<file path="config.mk">
export PLATFORM = sky130hd
export DESIGN_NAME = shadow_region_ctl
export DESIGN_NICKNAME = d
export VERILOG_FILES = /design/src/rtl/shadow_region_ctl.sv
export SDC_FILE = /design/constraint.sdc
export NUM_CORES = 1
export LEC_CHECK = 0
export CAP_MARGIN = 20
export CORE_MARGIN = 1
export CORE_UTILIZATION = 35
export DETAILED_ROUTE_END_ITERATION = 10
export PLACE_DENSITY = 0.67
export SYNTH_ARGS = -nofsm -noshare
export SYNTH_HDL_FRONTEND = slang
export SYNTH_SLANG_ARGS = --single-unit
</file>
<file path="constraint.sdc">
create_clock -name clk -period 1.9 [get_ports clk]
set_input_delay 0.475 -clock clk [delete_from_list [all_inputs] [get_ports clk]]
set_output_delay 0.475 -clock clk [all_outputs]
set_load 0.005 [all_outputs]
</file>
<file path="src/rtl/shadow_region_ctl.sv">
module shadow_region_ctl #(
  parameter int IO_AW = 16,
  parameter int MEM_AW = 20,
  parameter logic [IO_AW-1:0] PORT_A = 16'h0023,
  parameter logic [IO_AW-1:0] PORT_MAP = 16'h0025,
  parameter logic [IO_AW-1:0] PORT_C = 16'h0027
) (
  input  logic              clk,
  input  logic              rst_n,
  input  logic [IO_AW-1:0]  io_addr,
  input  logic              io_wr,
  input  logic [7:0]        io_wdata,
  output logic [7:0]        io_rdata,
  input  logic [MEM_AW-1:0] mem_addr,
  input  logic              mem_we,
  output logic              mem_shadow,
  output logic              mem_ken,
  output logic              bios_shadowed,
  output logic              bios_wshadow
);
  localparam int WIN = 5;

  logic [7:0] reg_a, reg_map, reg_c;
  logic [WIN-1:0] hit;
  logic en_hit;

  always_ff @(posedge clk) begin
    if (!rst_n) begin
      reg_a   <= 8'h00;
      reg_map <= 8'h00;
      reg_c   <= 8'h00;
    end else if (io_wr) begin
      if (io_addr == PORT_A)   reg_a   <= io_wdata;
      if (io_addr == PORT_MAP) reg_map <= io_wdata;
      if (io_addr == PORT_C)   reg_c   <= io_wdata;
    end
  end

  always_comb begin
    if (io_addr == PORT_A)        io_rdata = reg_a;
    else if (io_addr == PORT_MAP) io_rdata = reg_map;
    else if (io_addr == PORT_C)   io_rdata = reg_c;
    else                          io_rdata = 8'hFF;
  end

  genvar i;
  generate
    for (i = 0; i < 4; i++) begin : g_small
      assign hit[i] = (mem_addr[MEM_AW-1:MEM_AW-5] == (5'b11000 | 5'(i)));
    end
  endgenerate
  assign hit[4] = (mem_addr[MEM_AW-1:MEM_AW-3] == 3'b111);

  assign en_hit        = |(hit & reg_map[WIN-1:0]);
  assign mem_shadow    = en_hit & (mem_we == reg_map[5]);
  assign mem_ken       = en_hit & reg_map[6];
  assign bios_shadowed = reg_map[4];
  assign bios_wshadow  = reg_map[4] & reg_map[5];
endmodule

</file>
==> flow_summary.yaml, run 1 <==
global_route:
  antenna_found_initial: 0
  grt_first_pass_wirelength_um: 5350
  grt_overflow_total: 0
  grt_use_total_pct: 20.1
  grt_max_degree: 33
  grt_pass1_vias: 1179
critical_path:
  startpoint_type: "flip-flop"
  path_cells: "mux4_2 -> mux2_4 -> nand3_2 -> nor2_1 -> buf_2"
  cp-end-kind: "output pin"
  crit_type: "reg -> out"
  max_stage_delay_ns: 0.45
  cp_data_arrival_time_ns: 1.65
  cp.required_ns: 1.42
  crit_slowest_cell: "mux4_2"
  cp_max_fo: 2
power_and_ir_drop:
  power.share.combinational_pct: 14.6
  leakagePower_nw: 0.819
  swShare_pct: 21.9
  ir_worst_vdd_v: 0.000285
  cellInternalPower_mw: 0.803
  pwr-share-seq_pct: 48.9
  p_switching_mw: 0.225
  power.density_nw_per_um2: 515
  power_mw: 1.03
  clkPwrFrac_pct: 36.4
logic_synthesis:
  ys_ff_latch: 24
  synth.distinct_cells: 23
  synthAdderAreaFrac_pct: 0
  synth_nets: 186
  synth_area_leaders: "dfxtp_1, mux2i_1, nand2_1"
  syn_avg_cell_area_sq_um: 8.92
  synth_area_sq_um: 1230
  muxShareOfSynthArea_pct: 28.8
  yosysTopAreaCell: "dfxtp_1"
  synthCells: 138
  seq_area_frac_synth_pct: 39.0
  synth_xor_xnor_area_share_pct: 0.711
  synth_compound_area_share_pct: 3.25
  synth_top_family_by_area: "multiplexers"
  ys_warn_count: 0
  synth_simple_gate_area_share_pct: 22.3
  yosysTopAreaCellShare_pct: 39.0
place:
  port_buffers: 44
  dp_worst_setup_slack_ns: -0.908
  dpl.hpwl_um: 2320
  dp_cells: 230
  gp_congestion: 0.748
finish:
  diodes: 0
  fillerInstances: 315
  final_common_cell: "nand2_1"
  multiInputGateArea_sq_um: 805
  final_cell_mix: "nand2_1, mux2i_1, dfxtp_1, clkdlybuf4s50_1, buf_6"
  drive_above_1_share_pct: 35.2
  final_cells: 239
  final_nets: 242
  syn2layout_area_growth_pct: 62.2
  final-seq-area_sq_um: 484
timing:
  holdWs_ns: 0.467
  setup_ws_ns: -0.225
  rsz0062_at_grt: "true"
  finalHoldViolCount: 0
  fmax_mhz: 471
  finClkSkew_ns: 0
  slew_headroom_pct: 84.7
  post-route-period-util_pct: 112
  fin_crit_ns: 2.12
  worst_pin_slew_ns: 0.223
  setup-violations-final: 8
  finalMaxSlewViolations: 0
outcome:
  status: "complete, but fails checks"
  violations: "negative setup slack"
routing:
  drc: 0
  vias: 1189
  first_pass_iters: 5
  drt_iter0_markers: 16
  viasPerCell: 4.97
  wire_per_inst_um: 14.7
  routed_wl_um: 3520
  final_antenna_net_count: 0
cts:
  cts_tree: "yes"
  root_buffer: "clkbuf_4"
  clk_pin_slew_worst_paths_ns: 0.14
  htree_levels: 1
  postCtsHoldBufs: 0
  clk_path_buf_depth: 2
  cts_buffers: 3
  clock_latency_ns: 0.32
  clkSinkCount: 24
floorplanning:
  rows: 21
  io_pins: 60
  die_area_sq_um: 3760
  chipHeight_um: 61.3
  die_w_um: 61.3
  start_util_pct: 36.6
  coreArea_sq_um: 3360
hold_path:
  hold_path.class: "reg -> reg"
job:
  cap_violations: 0
-- synth_stat cells --
cell type	count
nand2_1	48
mux2i_1	32
dfxtp_1	24
o21ai_0	8
clkbuf_1	4
nor2_1	3
buf_6	2
nor4b_1	2
and2_1	1
and4_1	1
and4_4	1
and4b_1	1
and4b_2	1
buf_12	1
buf_2	1
buf_4	1
inv_1	1
mux2_2	1
mux4_2	1
nand2b_1	1
nand3_1	1
nor4_1	1
xor2_1	1
-- power groups by stage --
stage               sequential [mW]  clock (mW)  combinational, mW
detailed placement            0.514           0              0.127
floorplan                     0.514           0             0.0379
finish                        0.503       0.375              0.150
global placement              0.514           0              0.124
CTS                           0.503       0.381              0.142
global route                  0.504       0.405              0.160
-- critical path, delay by kind of cell, from the launching register on --
family	cells	cell delay, ns
and+or+nand+nor	2	0.10
muxes	2	0.73
DFF	1	0.36
buffers and inverters	1	0.13
-- metal layers --
layer  track usage (%)  wire, um  up-vias
met4              8.77        43        0
met2              37.0      1880       36
li1                  -         -      583
met1              23.4      1420      566
met5                 0         0        -
met3              2.31       179        4
-- registers in the layout, indices dropped and copies added (netlist names) --
signal / cells
reg_a: 8
reg_c: 8
reg_map: 8
-- layout make-up --
cell class	count	area share, %
Sequential cell	24	24.2
Clock buffer	3	1.13
Tap cell	46	2.88
Multi-Input combinational cell	104	40.3
Timing Repair Buffer	60	29.8
Inverter	1	0.188
Clock inverter	1	1.50
-- per-stage QoR --
step	area, sq um	TNS (ns)	util [%]
floorplan	1230	0	-
global placement	1790	-15.31	53.3
detailed placement	1790	-15.58	53.3
CTS	1950	-0.974	58.0
global route	2000	-0.954	59.4
finish	2000	-0.606	59.4
-- kinds of logic (layout without fill, tap and decap cells) --
kind of cell    Yosys count  after routing
xor+xnor                  1              1
mux                      34             34
compound gates            8              8
simple gates             61             61
buf+inv                  10             65
flops                    24             24
-- timing repair --
item                                    4_1_cts  5_1_grt
endpoints found under the setup margin       31       11
resized for setup                           126       23
gates cloned                                  3        0
pin swaps                                     7        4
setup buffers                                 3        1
-- worst paths after layout --
check	end	from	slack, ns	cells past startpoint
worst min register to register	reg_c[4]$_SDFFE_PN0P_	reg_c[4]$_SDFFE_PN0P_	0.47	2
worst max-delay path	mem_shadow	reg_map[1]$_SDFFE_PN0P_	-0.22	5
worst min-delay path	reg_c[4]$_SDFFE_PN0P_	reg_c[4]$_SDFFE_PN0P_	0.47	2
worst max register to register	reg_map[1]$_SDFFE_PN0P_	reg_map[1]$_SDFFE_PN0P_	1.07	3
(Power assumes the default switching activity.)
==> run 2, diff against run 1 <==
- CORE_ASPECT_RATIO: default -> 2
==> run 2 against run 1 <==
  * The flow finishes with violations (design-rule violations, negative setup slack)
  * Clock power down 7.2%
  * Critical path depth unchanged
  * Non-clock buffer count up 5
  * Maximum frequency up 3.8%
  * Count of clock-buffer cells in the layout up 1
  * Sequential power about the same
  * Die area up 0.38%
  * Clock skew unchanged
  * Wire length down 0.40%
  * Largest power group unchanged
  * Highest routed layer unchanged
==> flow_summary.yaml, run 2 (same netlist as run 1, synthesis figures left out) <==
outcome:
  status: "complete, but fails checks"
  violations: "design-rule violations, negative setup slack"
finish:
  utilization_pct: 57.3
  syn2layout_area_growth_pct: 57.2
  final_common_cell: "nand2_1"
  final_nets: 247
  drive_above_1_share_pct: 34.3
  final_area_sq_um: 1940
  final_cell_mix: "nand2_1, mux2i_1, dfxtp_1, buf_6, clkdlybuf4s50_1"
  diodes: 0
  reg.largest.list: "reg_a (8), reg_c (8), reg_map (8)"
routing:
  routed_wl_um: 3510
  final_antenna_net_count: 0
  drt_iter0_markers: 33
  viasPerCell: 5.17
  vias: 1190
  wire_per_inst_um: 15.3
  first_pass_iters: 10
  drc: 4
global_route:
  grt_first_pass_wirelength_um: 5640
  grt-busiest-layer: "met2"
  met1_usage_pct: 19.6
  use_met3_pct: 3.58
  grt_max_degree: 33
  globalRouteMet2Util_pct: 38.7
  grt_overflow_total: 0
  antenna_found_initial: 0
  grt_use_total_pct: 20.1
  grt_pass1_vias: 1254
timing:
  slew_headroom_pct: 84.1
  setup_ws_ns: -0.148
  finClkSkew_ns: 0
  finalMaxSlewViolations: 0
  fmax_mhz: 488
  finalHoldViolCount: 0
  worst_pin_slew_ns: 0.237
  rsz0062_at_grt: "true"
  holdWs_ns: 0.463
  fin_crit_ns: 2.05
  post-route-period-util_pct: 108
  setup-violations-final: 7
floorplanning:
  die_w_um: 43.9
  coreArea_sq_um: 3380
  rows: 30
  io_pins: 60
  die_area_sq_um: 3770
  chipHeight_um: 85.9
  start_util_pct: 36.4
critical_path:
  cp_max_fo: 2
  crit_slowest_cell: "mux4_2"
  path_cells: "mux4_2 -> mux2_4 -> nand3_2 -> nor2_1 -> buf_2"
  startpoint_type: "flip-flop"
  cp_data_arrival_time_ns: 1.57
  crit_type: "reg -> out"
  max_stage_delay_ns: 0.46
  cp.required_ns: 1.42
  cp-end-kind: "output pin"
power_and_ir_drop:
  cellInternalPower_mw: 0.762
  power_mw: 0.982
  ir_worst_vdd_v: 0.000439
  swShare_pct: 22.4
  p_switching_mw: 0.220
  power.density_nw_per_um2: 507
  power.share.combinational_pct: 13.4
  leakagePower_nw: 0.797
  clkPwrFrac_pct: 35.4
  pwr-share-seq_pct: 51.2
cts:
  clock_latency_ns: 0.27
  cts_buffers: 3
  htree_levels: 1
  clk_path_buf_depth: 2
  clkSinkCount: 24
  postCtsHoldBufs: 0
  clk_pin_slew_worst_paths_ns: 0.08
  cts_tree: "yes"
  root_buffer: "clkbuf_8"
place:
  place_area_sq_um: 1770
  port_buffers: 44
  dpl.hpwl_um: 2530
  gp_congestion: 0.768
hold_path:
  hold_path.class: "reg -> reg"
job:
  cap_violations: 0
[run 2: cell count changes in the layout (fill, tap and decap cells not counted), sizes merged]
cell and delta:
bufinv -1, bufbuf -1, buf +6, clkbuf +1
[run 2: power by group through the flow]
| stage | combinational, mW | sequential (mW) | clock, mW |
|---|---|---|---|
| after floorplan | 0.0379 | 0.514 | 0 |
| after global placement | 0.122 | 0.514 | 0 |
| after detailed placement | 0.124 | 0.514 | 0 |
| after CTS | 0.128 | 0.502 | 0.357 |
| after global routing | 0.142 | 0.502 | 0.375 |
| final | 0.132 | 0.502 | 0.348 |
[run 2: area by class of cell]
cell class | count | area (sq um)
Fill cell | 302 | 1440
Clock buffer | 4 | 55.1
Timing Repair Buffer | 65 | 591
Multi-Input combinational cell | 104 | 763
Sequential cell | 24 | 483
Inverter | 1 | 3.75
Tap cell | 32 | 40.0
[run 2: metal layers]
metal	routed length, um	vias up
met5	0	-
li1	-	584
met1	1200	553
met2	1980	46
met4	71	0
met3	254	7
[run 2: final timing paths]
path,depth (start not counted),slack (ns),to,from
max,5,-0.15,mem_shadow,reg_map[3]$_SDFFE_PN0P_
min reg2reg,2,0.46,reg_a[1]$_SDFFE_PN0P_,reg_a[1]$_SDFFE_PN0P_
min,2,0.46,reg_a[1]$_SDFFE_PN0P_,reg_a[1]$_SDFFE_PN0P_
max reg2reg,3,1.17,reg_map[4]$_SDFFE_PN0P_,reg_map[4]$_SDFFE_PN0P_
[run 2: stage by stage]
step | TNS [ns] | worst slack (ns) | instances
6_report | -0.555 | -0.148 | 230
5_1_grt | -0.845 | -0.203 | 230
4_1_cts | -0.614 | -0.160 | 229
3_5_place_dp | -17.54 | -0.921 | 219
3_3_place_gp | -15.40 | -0.893 | 219
2_1_floorplan | 0 | 0.0853 | 138
[run 2: worst max-delay path: cells and delay by family (launching register included)]
kind                   cells  cell delay (ns)
buffers and inverters      1             0.12
and+or+nand+nor            2             0.11
DFF                        1             0.32
muxes                      2             0.74
[run 2: repair_timing]
item,4_1_cts,5_1_grt
cloned,1,0
endpoints found under the setup margin,34,10
setup buffers,5,1
gates resized for setup,122,18
pin swaps,8,1
